===== src/rtl/uart_ls_pkg.sv =====
package uart_ls_pkg;
  typedef struct packed {
    logic brk;
    logic frame;
    logic parity;
  } rx_err_t;

  localparam int unsigned STATUS_W  = 32;
  localparam int unsigned BIT_READY = 0;
  localparam int unsigned BIT_OVR   = 1;
  localparam int unsigned BIT_PAR   = 2;
  localparam int unsigned BIT_FRM   = 3;
  localparam int unsigned BIT_BRK   = 4;
  localparam int unsigned BIT_HOLD  = 5;
  localparam int unsigned BIT_EMPTY = 6;
  localparam int unsigned BIT_RXERR = 7;
endpackage


===== src/rtl/uart_ls_rx_fifo.sv =====
module uart_ls_rx_fifo
  import uart_ls_pkg::*;
#(
  parameter int unsigned DEPTH  = 16,
  parameter int unsigned DATA_W = 8,
  parameter int unsigned CNT_W  = $clog2(DEPTH + 1)
) (
  input  logic              clk,
  input  logic              rst_n,
  input  logic              flush,
  input  logic              wide_mode,
  input  logic              push,
  input  logic [DATA_W-1:0] push_data,
  input  rx_err_t           push_err,
  input  logic              pop,
  output logic [DATA_W-1:0] head_data,
  output rx_err_t           head_err,
  output logic [CNT_W-1:0]  count,
  output logic              has_room
);
  localparam int unsigned PTR_W = (DEPTH > 1) ? $clog2(DEPTH) : 1;
  localparam logic [PTR_W-1:0] LAST = PTR_W'(DEPTH - 1);

  logic [DATA_W-1:0] mem_data [DEPTH];
  rx_err_t           mem_err  [DEPTH];
  logic [PTR_W-1:0]  wr_ptr, rd_ptr;
  logic [CNT_W-1:0]  limit;

  assign limit     = wide_mode ? CNT_W'(DEPTH) : CNT_W'(1);
  assign has_room  = !flush && (count < limit);
  assign head_data = mem_data[rd_ptr];
  assign head_err  = mem_err[rd_ptr];

  always_ff @(posedge clk) begin
    if (push && !flush) begin
      mem_data[wr_ptr] <= push_data;
      mem_err[wr_ptr]  <= push_err;
    end
  end

  always_ff @(posedge clk or negedge rst_n) begin
    if (!rst_n) begin
      wr_ptr <= '0;
      rd_ptr <= '0;
      count  <= '0;
    end else if (flush) begin
      wr_ptr <= '0;
      rd_ptr <= '0;
      count  <= '0;
    end else begin
      if (push) wr_ptr <= (wr_ptr == LAST) ? '0 : wr_ptr + 1'b1;
      if (pop)  rd_ptr <= (rd_ptr == LAST) ? '0 : rd_ptr + 1'b1;
      case ({push, pop})
        2'b10:   count <= count + 1'b1;
        2'b01:   count <= count - 1'b1;
        default: count <= count;
      endcase
    end
  end

  // occupancy never exceeds the capacity of the active mode
  assert_count_limit_R3: assert property (@(posedge clk) disable iff (!rst_n)
    count <= limit);
  // a removal is only ever requested on a non-empty queue
  assert_pop_nonempty_R3: assert property (@(posedge clk) disable iff (!rst_n)
    pop |-> count != '0);
endmodule


===== src/rtl/uart_ls_err_count.sv =====
module uart_ls_err_count #(
  parameter int unsigned CNT_W = 5
) (
  input  logic             clk,
  input  logic             rst_n,
  input  logic             flush,
  input  logic             push,
  input  logic             push_bad,
  input  logic             pop,
  input  logic             pop_bad,
  output logic [CNT_W-1:0] bad_cnt,
  output logic             any_bad
);
  logic inc, dec;

  assign inc     = push && push_bad;
  assign dec     = pop && pop_bad;
  assign any_bad = bad_cnt != '0;

  always_ff @(posedge clk or negedge rst_n) begin
    if (!rst_n)         bad_cnt <= '0;
    else if (flush)     bad_cnt <= '0;
    else if (inc && !dec) bad_cnt <= bad_cnt + 1'b1;
    else if (dec && !inc) bad_cnt <= bad_cnt - 1'b1;
  end

  // removing an errored entry never finds the count already at zero
  assert_no_underflow_R6: assert property (@(posedge clk) disable iff (!rst_n)
    dec |-> bad_cnt != '0);
  // push and pop of errored entries together leave the count unchanged
  assert_balanced_R6: assert property (@(posedge clk) disable iff (!rst_n)
    (inc && dec && !flush) |=> $stable(bad_cnt));
endmodule


===== src/rtl/uart_ls_tx_status.sv =====
module uart_ls_tx_status (
  input  logic clk,
  input  logic rst_n,
  input  logic cpu_tx_wr,
  input  logic pend_empty,
  input  logic shift_busy,
  input  logic irq_en,
  output logic hold_empty,
  output logic all_empty,
  output logic irq_tx
);
  logic hold_next;

  always_comb begin
    hold_next = hold_empty;
    if (cpu_tx_wr)       hold_next = 1'b0;
    else if (pend_empty) hold_next = 1'b1;
  end

  always_ff @(posedge clk or negedge rst_n) begin
    if (!rst_n) begin
      hold_empty <= 1'b1;
      all_empty  <= 1'b1;
    end else begin
      hold_empty <= hold_next;
      all_empty  <= hold_next && !shift_busy;
    end
  end

  assign irq_tx = hold_empty && irq_en;

  // a CPU write always leaves the holding bit low in the next cycle
  assert_hold_clears_R9: assert property (@(posedge clk) disable iff (!rst_n)
    cpu_tx_wr |=> !hold_empty);
  // transmitter empty never appears without holding empty
  assert_empty_needs_hold_R10: assert property (@(posedge clk) disable iff (!rst_n)
    all_empty |-> hold_empty);
  // a busy shifter forces transmitter empty low next cycle
  assert_busy_blocks_R10: assert property (@(posedge clk) disable iff (!rst_n)
    shift_busy |=> !all_empty);
endmodule


===== src/rtl/uart_line_status.sv =====
module uart_line_status
  import uart_ls_pkg::*;
#(
  parameter int unsigned DEPTH  = 16,
  parameter int unsigned DATA_W = 8
) (
  input  logic              clk,
  input  logic              rst_n,
  input  logic              fifo_mode_en,
  input  logic              rx_valid,
  output logic              rx_ready,
  input  logic [DATA_W-1:0] rx_data,
  input  logic              rx_parity_err,
  input  logic              rx_frame_err,
  input  logic              rx_break,
  input  logic              rx_overrun,
  input  logic              rd_data_strobe,
  output logic [DATA_W-1:0] rx_head_data,
  input  logic              rd_status_strobe,
  input  logic              status_wr,
  input  logic [31:0]       status_wr_data,
  input  logic              cpu_tx_wr,
  input  logic              tx_pend_empty,
  input  logic              tx_shift_busy,
  input  logic              tx_irq_en,
  output logic [31:0]       status_word,
  output logic              irq_rx_line,
  output logic              irq_tx
);
  localparam int unsigned CNT_W = $clog2(DEPTH + 1);

  logic             mode_q, flush;
  logic             push, pop;
  rx_err_t          in_err, head_err;
  logic [CNT_W-1:0] count, bad_cnt;
  logic             any_bad, has_data;
  logic             ovr_q, head_seen_q;
  logic             hold_empty, all_empty;
  logic             show_head;
  logic             unused_wr;

  // Writes to the status address are accepted and dropped.
  assign unused_wr = ^{status_wr, status_wr_data};

  assign flush    = fifo_mode_en != mode_q;
  assign in_err   = '{brk: rx_break, frame: rx_frame_err, parity: rx_parity_err};
  assign push     = rx_valid && rx_ready;
  assign has_data = count != '0;
  assign pop      = rd_data_strobe && has_data && !flush;

  always_ff @(posedge clk or negedge rst_n) begin
    if (!rst_n) mode_q <= 1'b0;
    else        mode_q <= fifo_mode_en;
  end

  uart_ls_rx_fifo #(.DEPTH(DEPTH), .DATA_W(DATA_W), .CNT_W(CNT_W)) u_fifo (
    .clk       (clk),
    .rst_n     (rst_n),
    .flush     (flush),
    .wide_mode (mode_q),
    .push      (push),
    .push_data (rx_data),
    .push_err  (in_err),
    .pop       (pop),
    .head_data (rx_head_data),
    .head_err  (head_err),
    .count     (count),
    .has_room  (rx_ready)
  );

  uart_ls_err_count #(.CNT_W(CNT_W)) u_errcnt (
    .clk      (clk),
    .rst_n    (rst_n),
    .flush    (flush),
    .push     (push),
    .push_bad (|in_err),
    .pop      (pop),
    .pop_bad  (|head_err),
    .bad_cnt  (bad_cnt),
    .any_bad  (any_bad)
  );

  uart_ls_tx_status u_tx (
    .clk        (clk),
    .rst_n      (rst_n),
    .cpu_tx_wr  (cpu_tx_wr),
    .pend_empty (tx_pend_empty),
    .shift_busy (tx_shift_busy),
    .irq_en     (tx_irq_en),
    .hold_empty (hold_empty),
    .all_empty  (all_empty),
    .irq_tx     (irq_tx)
  );

  // Sticky overrun: a new event wins over a clearing status read.
  always_ff @(posedge clk or negedge rst_n) begin
    if (!rst_n)
      ovr_q <= 1'b0;
    else if (rx_valid && (!rx_ready || rx_overrun))
      ovr_q <= 1'b1;
    else if (rd_status_strobe)
      ovr_q <= 1'b0;
  end

  // Marks the head's flags as already reported by a status read.
  always_ff @(posedge clk or negedge rst_n) begin
    if (!rst_n)
      head_seen_q <= 1'b0;
    else if (flush || pop)
      head_seen_q <= 1'b0;
    else if (rd_status_strobe && has_data)
      head_seen_q <= 1'b1;
  end

  assign show_head = has_data && !head_seen_q;

  always_comb begin
    status_word            = '0;
    status_word[BIT_READY] = has_data;
    status_word[BIT_OVR]   = ovr_q;
    status_word[BIT_PAR]   = show_head && head_err.parity;
    status_word[BIT_FRM]   = show_head && head_err.frame;
    status_word[BIT_BRK]   = show_head && head_err.brk;
    status_word[BIT_HOLD]  = hold_empty;
    status_word[BIT_EMPTY] = all_empty;
    status_word[BIT_RXERR] = any_bad;
  end

  assign irq_rx_line = |status_word[BIT_BRK:BIT_OVR];

  // a character offered without room sets overrun in the next cycle
  assert_overrun_set_R4: assert property (@(posedge clk) disable iff (!rst_n)
    (rx_valid && !rx_ready) |=> status_word[BIT_OVR]);
  // errored entries can never outnumber stored entries
  assert_bad_le_count_R6: assert property (@(posedge clk) disable iff (!rst_n)
    bad_cnt <= count);
  // a mode change leaves the queue empty in the next cycle
  assert_flush_empties_R8: assert property (@(posedge clk) disable iff (!rst_n)
    flush |=> (count == '0) && !any_bad);
  // the line interrupt requires an overrun or a stored character
  assert_irq_source_R12: assert property (@(posedge clk) disable iff (!rst_n)
    irq_rx_line |-> (ovr_q || has_data));
endmodule


===== config.mk =====
export PLATFORM = sky130hd
export DESIGN_NAME = uart_line_status
export DESIGN_NICKNAME = d
export VERILOG_FILES = /design/src/rtl/uart_ls_pkg.sv /design/src/rtl/uart_ls_rx_fifo.sv /design/src/rtl/uart_ls_err_count.sv /design/src/rtl/uart_ls_tx_status.sv /design/src/rtl/uart_line_status.sv
export SDC_FILE = /design/constraint.sdc
export NUM_CORES = 1
export LEC_CHECK = 0
export ABC_AREA = 1
export BUFFER_PORTS_ARGS = -buffer_cell sky130_fd_sc_hd__buf_2
export CORE_MARGIN = 1
export CORE_UTILIZATION = 30
export CTS_BUF_LIST = sky130_fd_sc_hd__clkbuf_8 sky130_fd_sc_hd__clkbuf_16
export DETAILED_ROUTE_END_ITERATION = 10
export GPL_ROUTABILITY_DRIVEN = 0
export PLACE_DENSITY_LB_ADDON = 0.15
export REMOVE_ABC_BUFFERS = 1
export SLEW_MARGIN = 0
export SYNTH_ARGS = -nofsm -noshare
export SYNTH_HDL_FRONTEND = slang
export SYNTH_HIERARCHICAL = 1
export SYNTH_SLANG_ARGS = --single-unit
export TNS_END_PERCENT = 10

===== constraint.sdc =====
create_clock -name clk -period 2.77 [get_ports clk]
set_input_delay 0.277 -clock clk [delete_from_list [all_inputs] [get_ports clk]]
set_output_delay 0.277 -clock clk [all_outputs]
set_load 0.05 [all_outputs]

After elaboration in Yosys (flattened, before gate mapping)
Memory sizes are Yosys's and may differ from the RTL's.
Index checks and enable logic that the tools add are counted.
{ "totals": {"reg_bits": 23, "ram_bits": 176, "elab_cells": 79, "input_bits": 55, "memories": 2} }
{ "classes": {"order_cmp": 1, "eq_ne": 5, "add_sub_neg": 6, "reduce_logical": 36, "n_mux": 20} }
{ "memory_table": {"columns": ["name", "words", "word_bits", "read_ports", "rd_ports_with_merged_regs", "wr", "line_no", "text"], "rows": [
  ["u_fifo.mem_data", 16, 8, 1, 0, 1, "uart_ls_rx_fifo.sv:24", "logic [DATA_W-1:0] mem_data [DEPTH];"],
  ["u_fifo.mem_err", 16, 3, 1, 0, 1, "uart_ls_rx_fifo.sv:25", "rx_err_t mem_err [DEPTH];"]
]} }
{ "op_table": {"columns": ["op", "count"], "rows": [
  ["$mux W5", 5],
  ["$mux W4", 6],
  ["$logic_and A1 B1 Y1", 17],
  ["$add A5 B1 Y5 const B", 2],
  ["$pmux W5 S2", 1],
  ["$reduce_bool A5 Y1", 2],
  ["$sub A5 B1 Y5 const B", 2],
  ["$add A4 B1 Y4 const B", 2],
  ["$eq A4 B4 Y1 const B", 2],
  ["$mux W1", 8],
  ["$reduce_bool A2 Y1", 4],
  ["$logic_not A1 Y1", 6],
  ["$reduce_bool A3 Y1", 2],
  ["$reduce_or A3 Y1", 2],
  ["$lt A5 B5 Y1", 1],
  ["$reduce_or A4 Y1", 1],
  ["$eq A2 B1 Y1 const B", 1],
  ["$eq A2 B2 Y1 const B", 1],
  ["$logic_or A1 B1 Y1", 2],
  ["$ne A1 B1 Y1", 1]
]} }

Depth between registers and ports, before layout
Gate-level depths: netlist of run 1.
{ "depth": {"ltp_word": 10, "ltp_mapped": 19, "mapped_depth_nobuf": 18} }

Modules after synthesis
Netlist of run 1, hierarchy kept.
{ "modules_own_cells": {"columns": ["module", "area_per_inst_um2", "seq_area_each_um2", "cells_each", "instances"], "rows": [
  ["uart_ls_rx_fifo", 7795.0, 5610.4, 643, 1],
  ["uart_line_status", 445.4, 75.1, 63, 1],
  ["uart_ls_err_count", 412.9, 125.1, 54, 1],
  ["uart_ls_tx_status", 80.1, 52.6, 7, 1]
]} }

Worst setup path after synthesis of run 1
Ideal clock, no wire load.
{ "synth_timing": {"kind": "register to register", "start": "register mode_q", "end": "memory u_fifo.mem_data[12][0], enable pin", "path_buffers": 0, "stages_incl_launch_ff": 10, "slack_ns": -0.980, "arrival_time_ns": 3.372, "period_less_slack_ns": 3.750, "path_cell_list": "dfrtp_1 > xnor2_2 > inv_1 > a211oi_1 > nand2_1 > inv_1 > inv_1 > nor2_1 > nand2_1 > nor2_1"} }
{ "synth_via": {"elab_chain_cells": 7, "word_cells_on_any_way": 9} }
{ "synth_rtl": {"columns": ["item", "line_no", "text"], "rows": [
  ["from (decl)", "uart_line_status.sv:32", "logic mode_q, flush;"],
  ["from (signal assigned)", "uart_line_status.sv:53", "else mode_q <= fifo_mode_en;"],
  ["$ne A1 B1 Y1", "uart_line_status.sv:45", "assign flush = fifo_mode_en != mode_q;"],
  ["net flush", "uart_line_status.sv:32", null],
  ["$logic_not A1 Y1", "uart_ls_rx_fifo.sv:30", "assign has_room = !flush && (count < limit);"],
  ["$logic_and A1 B1 Y1", "uart_ls_rx_fifo.sv:30", null],
  ["net rx_ready", "uart_line_status.sv:11", "output logic rx_ready,"],
  ["$logic_and A1 B1 Y1", "uart_line_status.sv:47", "assign push = rx_valid && rx_ready;"],
  ["net push", "uart_line_status.sv:33", "logic push, pop;"],
  ["$logic_and A1 B1 Y1", "uart_ls_rx_fifo.sv:35", "if (push && !flush) begin"],
  ["$mux W1", "uart_ls_rx_fifo.sv:35", null],
  ["$mux W1 (not written as such)", "uart_ls_rx_fifo.sv:36", "mem_data[wr_ptr] <= push_data;"],
  ["to (decl)", "uart_ls_rx_fifo.sv:24", null]
]} }
The timed path passes the listed nets, and every way through them passes these cells.

==> impl_results.md, run 1 <==
* Status: finished clean
* Final worst path period share at 95.13%
* Met2 WL at 9798 um
* Vias in the first global route at 5,488
* Fin Hold WS at 0.03969 ns
* WL met1 at 9711 um
* Sinks on Clock Net at 199
* CP Capture Type: output pin
* Largest net degree at the start of global routing at 30
* Pre-CTS WS at -0.01608 ns
* Number of synthesized register bits at 199
* Max Root-Sink Buffers at 2
* DRT Pass-1 Iters at 5
* Post-layout min period at 2.635 ns
* Clock Root Buffer: clkbuf_16
* Vias/cell at around 4.6
* Worst skew pair latency at 0.44 ns
* Worst Setup Start Kind: flop
* Number of enable flip-flop cells after synthesis at 176
* Synth Flop Type: edfxtp_1
* Mapped cell area at 8733 um2
* Peak fanout along the critical path at 9
* Die ar. at 29,800 um2
* Post-DR wirelength/cell at 16.47 um
* Post-DP HPWL at 13,240 um
* I/O pin count at 98
* Final Power at around 6.9 mW
* Final slew viol count at 0
* Final ANT Viol Nets at 0
* Commonest non-fill, non-tap cell in the layout: edfxtp_1
* Global route overflow at 0
* Adder-Cell Fraction of Synth Area at 1.805%
* Mux share of post-synthesis cell area at 0%
* Die Ht at 172.6 um
* Clk_skew at around 0.014 ns
* Max Cap Viol at 0
* First-pass GRT wire length at 31,630 um
* Min-Delay Path Class: input port to flop
* Crit-path cells: clkinvlp_4 -> o21ai_0 -> o22ai_1 -> nand2_1 -> nand3_2 -> buf_4 -> o211ai_1 -> nand3_1 -> buf_2
* Max incr delay on CP at 0.51 ns
* Slew margin rel. at 61.01%
* Core area at 28,700 um2
* Sequential area share after synthesis at 67.13%
* Synth Area in Compound Gates at 10.33%
* Setup ws final at 0.1348 ns
* Number of CTS-inserted buffers at 17
* Routed wl met3 at 662 um
* Seq pwr share at about half
* Initial antenna violation count at 0
* P_sw at 2.091 mW
* Maximum vdd drop at slightly below 0.3 mV
* Final hold violations at 0
* Share of cells above drive strength 1 at 17.87%
* Die W at 172.6 um
* XOR/XNOR Fraction of Synth Area at 0.5874%
* Sw frac at roughly 30%
* DP Area at 9572 um2
* N_diodes at 0
* Clock share of power at 35.6%
* Pwr dens at 675.5 nW/um2
* RSZ-0062 raised after global routing: true
* Row count at 62
* Top sig layer: met4
* Final net count at slightly above 900
* Avg Cell Area, Syn at 11.39 um2
* Multi-input gate area at 2405 um2
* Drt drc at 0
* Fmax at 379.5 MHz
* Final wirelength at 20,420 um
* Sequential cell area at 5866 um2
* CP required at 2.49 ns
* Pint at 4.852 mW
* Worst-margin pin slew at 0.5849 ns
* Critical path class: flop to output pin
* Commonest non-fill, non-tap cells in the layout: edfxtp_1, nor2_1, o21ai_0
* Synth Area in Simple Gates at 13.40%
* Synth unique cells at 38
* Setup violations, final at 0
* Worst path arrival time at 2.36 ns
* Largest family of logic cells by synthesized area: simple AND/OR/NAND/NOR gates
* GRT Overall Usage at 14.14%
* Synth Instances at 767
* Combinational share of power at between 15 and 20%
* Starting DRT DRC Count at 416
* Starting density of the core at 30.43%
* CTS H-tree lvls at 4
* Warnings from Yosys at 6
* Slowest CP cell: dfrtp_2
* DR vias at 5,741
* Post-synth ARST share at between 10% and 20%
* Fillers at 2,882
* Synth-to-layout area growth at 17.69%
* Leakage at 3.819 nW
* CTS tree: done
* Design Area, Final at 10,280 um2
* CTS clk-pin slew, worst paths at 0.08 ns
* Input/output buffers at 40
==> cell usage after synthesis (2+ instances only) <==
| cell type | n | share of area [%] |
|---|---|---|
| dfrtp_1 | 21 | 6.0 |
| ha_1 | 11 | 1.6 |
| buf_4 | 33 | 2.8 |
| inv_1 | 42 | 1.8 |
| nand2_2 | 6 | 0.43 |
| a21oi_1 | 4 | 0.23 |
| o21ai_1 | 12 | 0.69 |
| inv_2 | 2 | 0.086 |
| o21ai_2 | 2 | 0.20 |
| clkbuf_2 | 2 | 0.11 |
| nand3_1 | 48 | 2.8 |
| o211ai_1 | 23 | 2.0 |
| o22ai_1 | 24 | 1.7 |
| buf_6 | 5 | 0.64 |
| clkbuf_1 | 11 | 0.47 |
| nor2_1 | 139 | 6.0 |
| xnor2_1 | 2 | 0.20 |
| nor2_2 | 3 | 0.21 |
| dfstp_2 | 2 | 0.60 |
| buf_2 | 11 | 0.63 |
| xor2_1 | 2 | 0.20 |
| edfxtp_1 | 176 | 61 |
| o21ai_0 | 90 | 5.2 |
| nand2_1 | 82 | 3.5 |
==> metal layers <==
| layer | vias up | GRT usage, % |
|---|---|---|
| li1 | 2797 | - |
| met1 | 2796 | 19.09 |
| met2 | 127 | 23.17 |
| met3 | 21 | 2.551 |
| met4 | 0 | 4.129 |
| met5 | - | 0 |
==> sequential cells by signal (all words and copies together), names as in the netlist <==
signal,flops
mode_q,1
u_fifo/count,5
u_fifo/wr_ptr,4
u_tx/hold_empty,1
head_seen_q,1
u_fifo/mem_err,48
u_errcnt/bad_cnt,5
ovr_q,1
u_fifo/rd_ptr,4
u_tx/all_empty,1
u_fifo/mem_data,128
==> cell families (layout without fill, tap and decap cells) <==
kind of cell	count (synthesis)	after routing
and+or+nand+nor	284	284
DFF	199	199
AOI/OAI and AO/OA	158	158
buffers and inverters	108	174
adders and majority gates	12	12
xor gates and xnor gates	5	5
other	1	24
==> power groups by stage <==
| stage | sequential, mW | clock (mW) | combinational (mW) |
|---|---|---|---|
| 5_1_grt | 3.36 | 2.66 | 1.24 |
| 3_5_place_dp | 3.43 | 0 | 1.10 |
| 6_report | 3.35 | 2.47 | 1.12 |
| 3_3_place_gp | 3.43 | 0 | 1.11 |
| 2_1_floorplan | 3.46 | 0 | 0.706 |
| 4_1_cts | 3.35 | 2.55 | 1.12 |
==> stage by stage <==
step           util [%]  cells  setup TNS [ns]
2_1_floorplan         -    727         -171.46
3_3_place_gp      33.35   1202               0
3_5_place_dp      33.35   1202        -0.01608
4_1_cts           35.65   1240               0
5_1_grt           35.81   1240        -0.06546
6_report          35.81   1240               0
==> worst paths after layout <==
kind,from,to,slack (ns),cells past startpoint
max reg2reg,u_fifo/rd_ptr[1]$_DFFE_PN0P_,u_errcnt/bad_cnt[4]$_DFFE_PN0P_,0.23,16
min in group asynchronous,rst_n,u_errcnt/bad_cnt[0]$_DFFE_PN0P_,0.37,2
min,rd_status_strobe,ovr_q$_DFFE_PN0P_,0.04,2
max,u_fifo/rd_ptr[1]$_DFFE_PN0P_,irq_rx_line,0.13,9
max in group asynchronous,rst_n,u_fifo/rd_ptr[0]$_DFFE_PN0P_,1.97,2
min reg2reg,head_seen_q$_DFFE_PN0P_,head_seen_q$_DFFE_PN0P_,0.50,2
==> cell type report <==
type | count | share of cell area [%]
Inverter | 45 | 1.704
Tap cell | 384 | 4.674
Sequential cell | 199 | 57.07
Clock inverter | 15 | 1.741
Multi-Input combinational cell | 483 | 23.40
Clock buffer | 17 | 4.139
Timing Repair Buffer | 97 | 7.279
==> critical path, delay by kind of cell, from the launching register on <==
family | cells | cell delay [ns]
buffers and inverters | 3 | 0.65
AOI/OAI and AO/OA | 3 | 0.45
DFF | 1 | 0.51
and+or+nand+nor | 3 | 0.30
==> repair_timing <==
action	4_1_cts	5_1_grt
buffers inserted	1	0
hold buffers	5	0
resized for setup	0	11
hold endpoints to repair	24	0
endpoints found under the setup margin	2	142
Note: power is estimated with default switching activity, not from simulation.
==> inputs of run 2 (changes only) <==
- REMOVE_ABC_BUFFERS: 1 -> not set
==> impl_results.md, run 2 (same netlist as run 1, synthesis figures left out) <==
* Initial antenna violation count at 0 (unchanged)
* Post-DR wirelength/cell at 17.02 um (+3.3%)
* Largest net degree at the start of global routing at 43 (+43%)
* GRT Overall Usage at 14.62% (+0.48 points)
* Post-Layout Cell Count at 1,239 (-0.081%)
* Setup TNS at 0 ns (unchanged)
* Commonest non-fill, non-tap cell in the layout: edfxtp_1
* Leakage at 3.831 nW (+0.32%)
* Clk_skew at 0.01111 ns (-0.002898 ns)
* Global route overflow at 0 (unchanged)
* CTS clk-pin slew, worst paths at 0.08 ns (about the same)
* Core area at 28,700 um2 (unchanged)
* Post-layout min period at 2.612 ns (-0.02290 ns)
* Starting density of the core at 30.43% (unchanged)
* Die ar. at 29,800 um2 (unchanged)
* Worst Setup Start Kind: flop
* Post-DP HPWL at 13,620 um (+2.9%)
* Row count at 62 (unchanged)
* First-pass GRT wire length at 32,830 um (+3.8%)
* Multi-input gate area at 2440 um2 (+1.5%)
* Maximum vdd drop at 0.4324 mV (+45%)
* Final Power at 7.045 mW (+1.5%)
* Pwr dens at 676.3 nW/um2 (+0.13%)
* Final net count at 909 (-0.11%)
* Vias in the first global route at 5,410 (-1.4%)
* Sequential cell area at 5866 um2 (unchanged)
* N_diodes at 0 (unchanged)
* Critical path class: flop to output pin
* Die W at 172.6 um (unchanged)
* Clock Root Buffer: clkbuf_16
* Setup violations, final at 0 (unchanged)
* Final ANT Viol Nets at 0 (unchanged)
* Status: finished clean
* Drt drc at 0 (unchanged)
* Fin Hold WS at 0.04791 ns (+0.008228 ns)
* Sinks on Clock Net at 199 (unchanged)
* Worst path arrival time at 2.34 ns (-0.02 ns)
* Die Ht at 172.6 um (unchanged)
* Biggest register: u_fifo/mem_data
* Min-Delay Path Class: input port to flop
* Biggest regs: u_fifo/mem_data (128), u_fifo/mem_err (48)
* Max Cap Viol at 0 (unchanged)
* Peak fanout along the critical path at 33 (+24)
* Final worst path period share at 94.31% (-0.83 points)
* Synth-to-layout area growth at 19.27%
* Starting DRT DRC Count at 368 (-12%)
* Final wirelength at 21,080 um (+3.2%)
* CTS tree: done
* Worst skew pair latency at 0.44 ns (about the same)
* Share of cells above drive strength 1 at 19.18% (+1.3 points)
* Final slew viol count at 0 (unchanged)
* Pre-CTS WS at 0.08579 ns (+0.1019 ns)
* Commonest non-fill, non-tap cells in the layout: edfxtp_1, nor2_1, o21ai_0
* Vias/cell at 4.583 (-1.0%)
* Max Root-Sink Buffers at 2 (unchanged)
* Worst-margin pin slew at 0.5806 ns (-0.004272 ns)
* Slew margin rel. at 61.29% (+0.28 points)
* RSZ-0062 raised after global routing: false
* Number of CTS-inserted buffers at 17 (unchanged)
* CTS H-tree lvls at 4 (unchanged)
* Setup ws final at 0.1577 ns (+0.02290 ns)
* Fillers at 2,906 (+0.83%)
* CP Capture Type: output pin
* Input/output buffers at 40 (unchanged)
* DR vias at 5,678 (-1.1%)
* CP required at 2.49 ns (about the same)
* I/O pin count at 98 (unchanged)
* Max reg flops at 128 (unchanged)
* DRT Pass-1 Iters at 5 (unchanged)
* Final hold violations at 0 (unchanged)
* Placed insts at 1,201 (-0.083%)
* Fmax at 382.8 MHz (+0.88%)
==> run 2: changes by cell type in the layout (fill, tap and decap cells not counted), moves of 8 or more <==
cell    delta
nor2_1    -11
nor2_2    +11
buf_12     +8
buf_4      -8
==> run 2: path summary, 6_finish.rpt <==
path	from	slack, ns	depth (start not counted)	endpoint
min in group asynchronous	rst_n	0.37	2	u_errcnt/bad_cnt[1]$_DFFE_PN0P_
setup reg to reg	u_fifo/rd_ptr[0]$_DFFE_PN0P_	0.21	18	u_errcnt/bad_cnt[4]$_DFFE_PN0P_
setup / recovery	u_fifo/rd_ptr[0]$_DFFE_PN0P_	0.16	11	irq_rx_line
hold / removal	rd_status_strobe	0.05	2	ovr_q$_DFFE_PN0P_
max in group asynchronous	rst_n	1.98	2	u_fifo/rd_ptr[0]$_DFFE_PN0P_
hold reg to reg	head_seen_q$_DFFE_PN0P_	0.50	2	head_seen_q$_DFFE_PN0P_
==> run 2: what timing repair did <==
| action | 4_1_cts | 5_1_grt |
|---|---|---|
| hold buffers | 5 | 0 |
| buffers inserted | 0 | 1 |
| endpoints found under the hold margin | 24 | 0 |
| setup endpoints to repair | 0 | 9 |
| resized for setup | 0 | 11 |
==> run 2: layout make-up <==
class / count / share of cell area, %
multi-input cells: 483 / 23.42
flip-flops and latches: 199 / 56.31
clock inverters: 15 / 1.838
well taps: 384 / 4.613
clock buffers: 17 / 4.084
inverters: 45 / 1.670
repair buffers: 96 / 8.060
==> run 2: worst max-delay path: stages (launching register included) <==
cell	delay (ns)
dfrtp_2	0.46
buf_12	0.22
nor2_1	0.07
nor2_1	0.07
o21ai_0	0.08
o211ai_1	0.13
nand3_1	0.18
nand3_2	0.12
buf_4	0.11
nand3_1	0.10
nand3_1	0.10
buf_2	0.26
==> run 2: per-layer routing <==
metal  wire length, um  track usage, %  part of all wire, %
met5                 0               0                    0
met2              9862           22.73                   47
met4               229           4.576                  1.1
met1             10380           21.17                   49
met3               605           1.869                  2.9
==> run 2: through the flow <==
| step | utilization [%] | instance area, um2 |
|---|---|---|
| 2_1_floorplan | - | 8862 |
| 3_3_place_gp | 33.82 | 9707 |
| 3_5_place_dp | 33.82 | 9707 |
| 4_1_cts | 36.14 | 10370 |
| 5_1_grt | 36.29 | 10420 |
| 6_report | 36.29 | 10420 |
==> run 2: power breakdown <==
group	switching [mW]	internal (mW)
Clock	1.30	1.24
Combinational	0.817	0.332
Sequential	0.0467	3.31
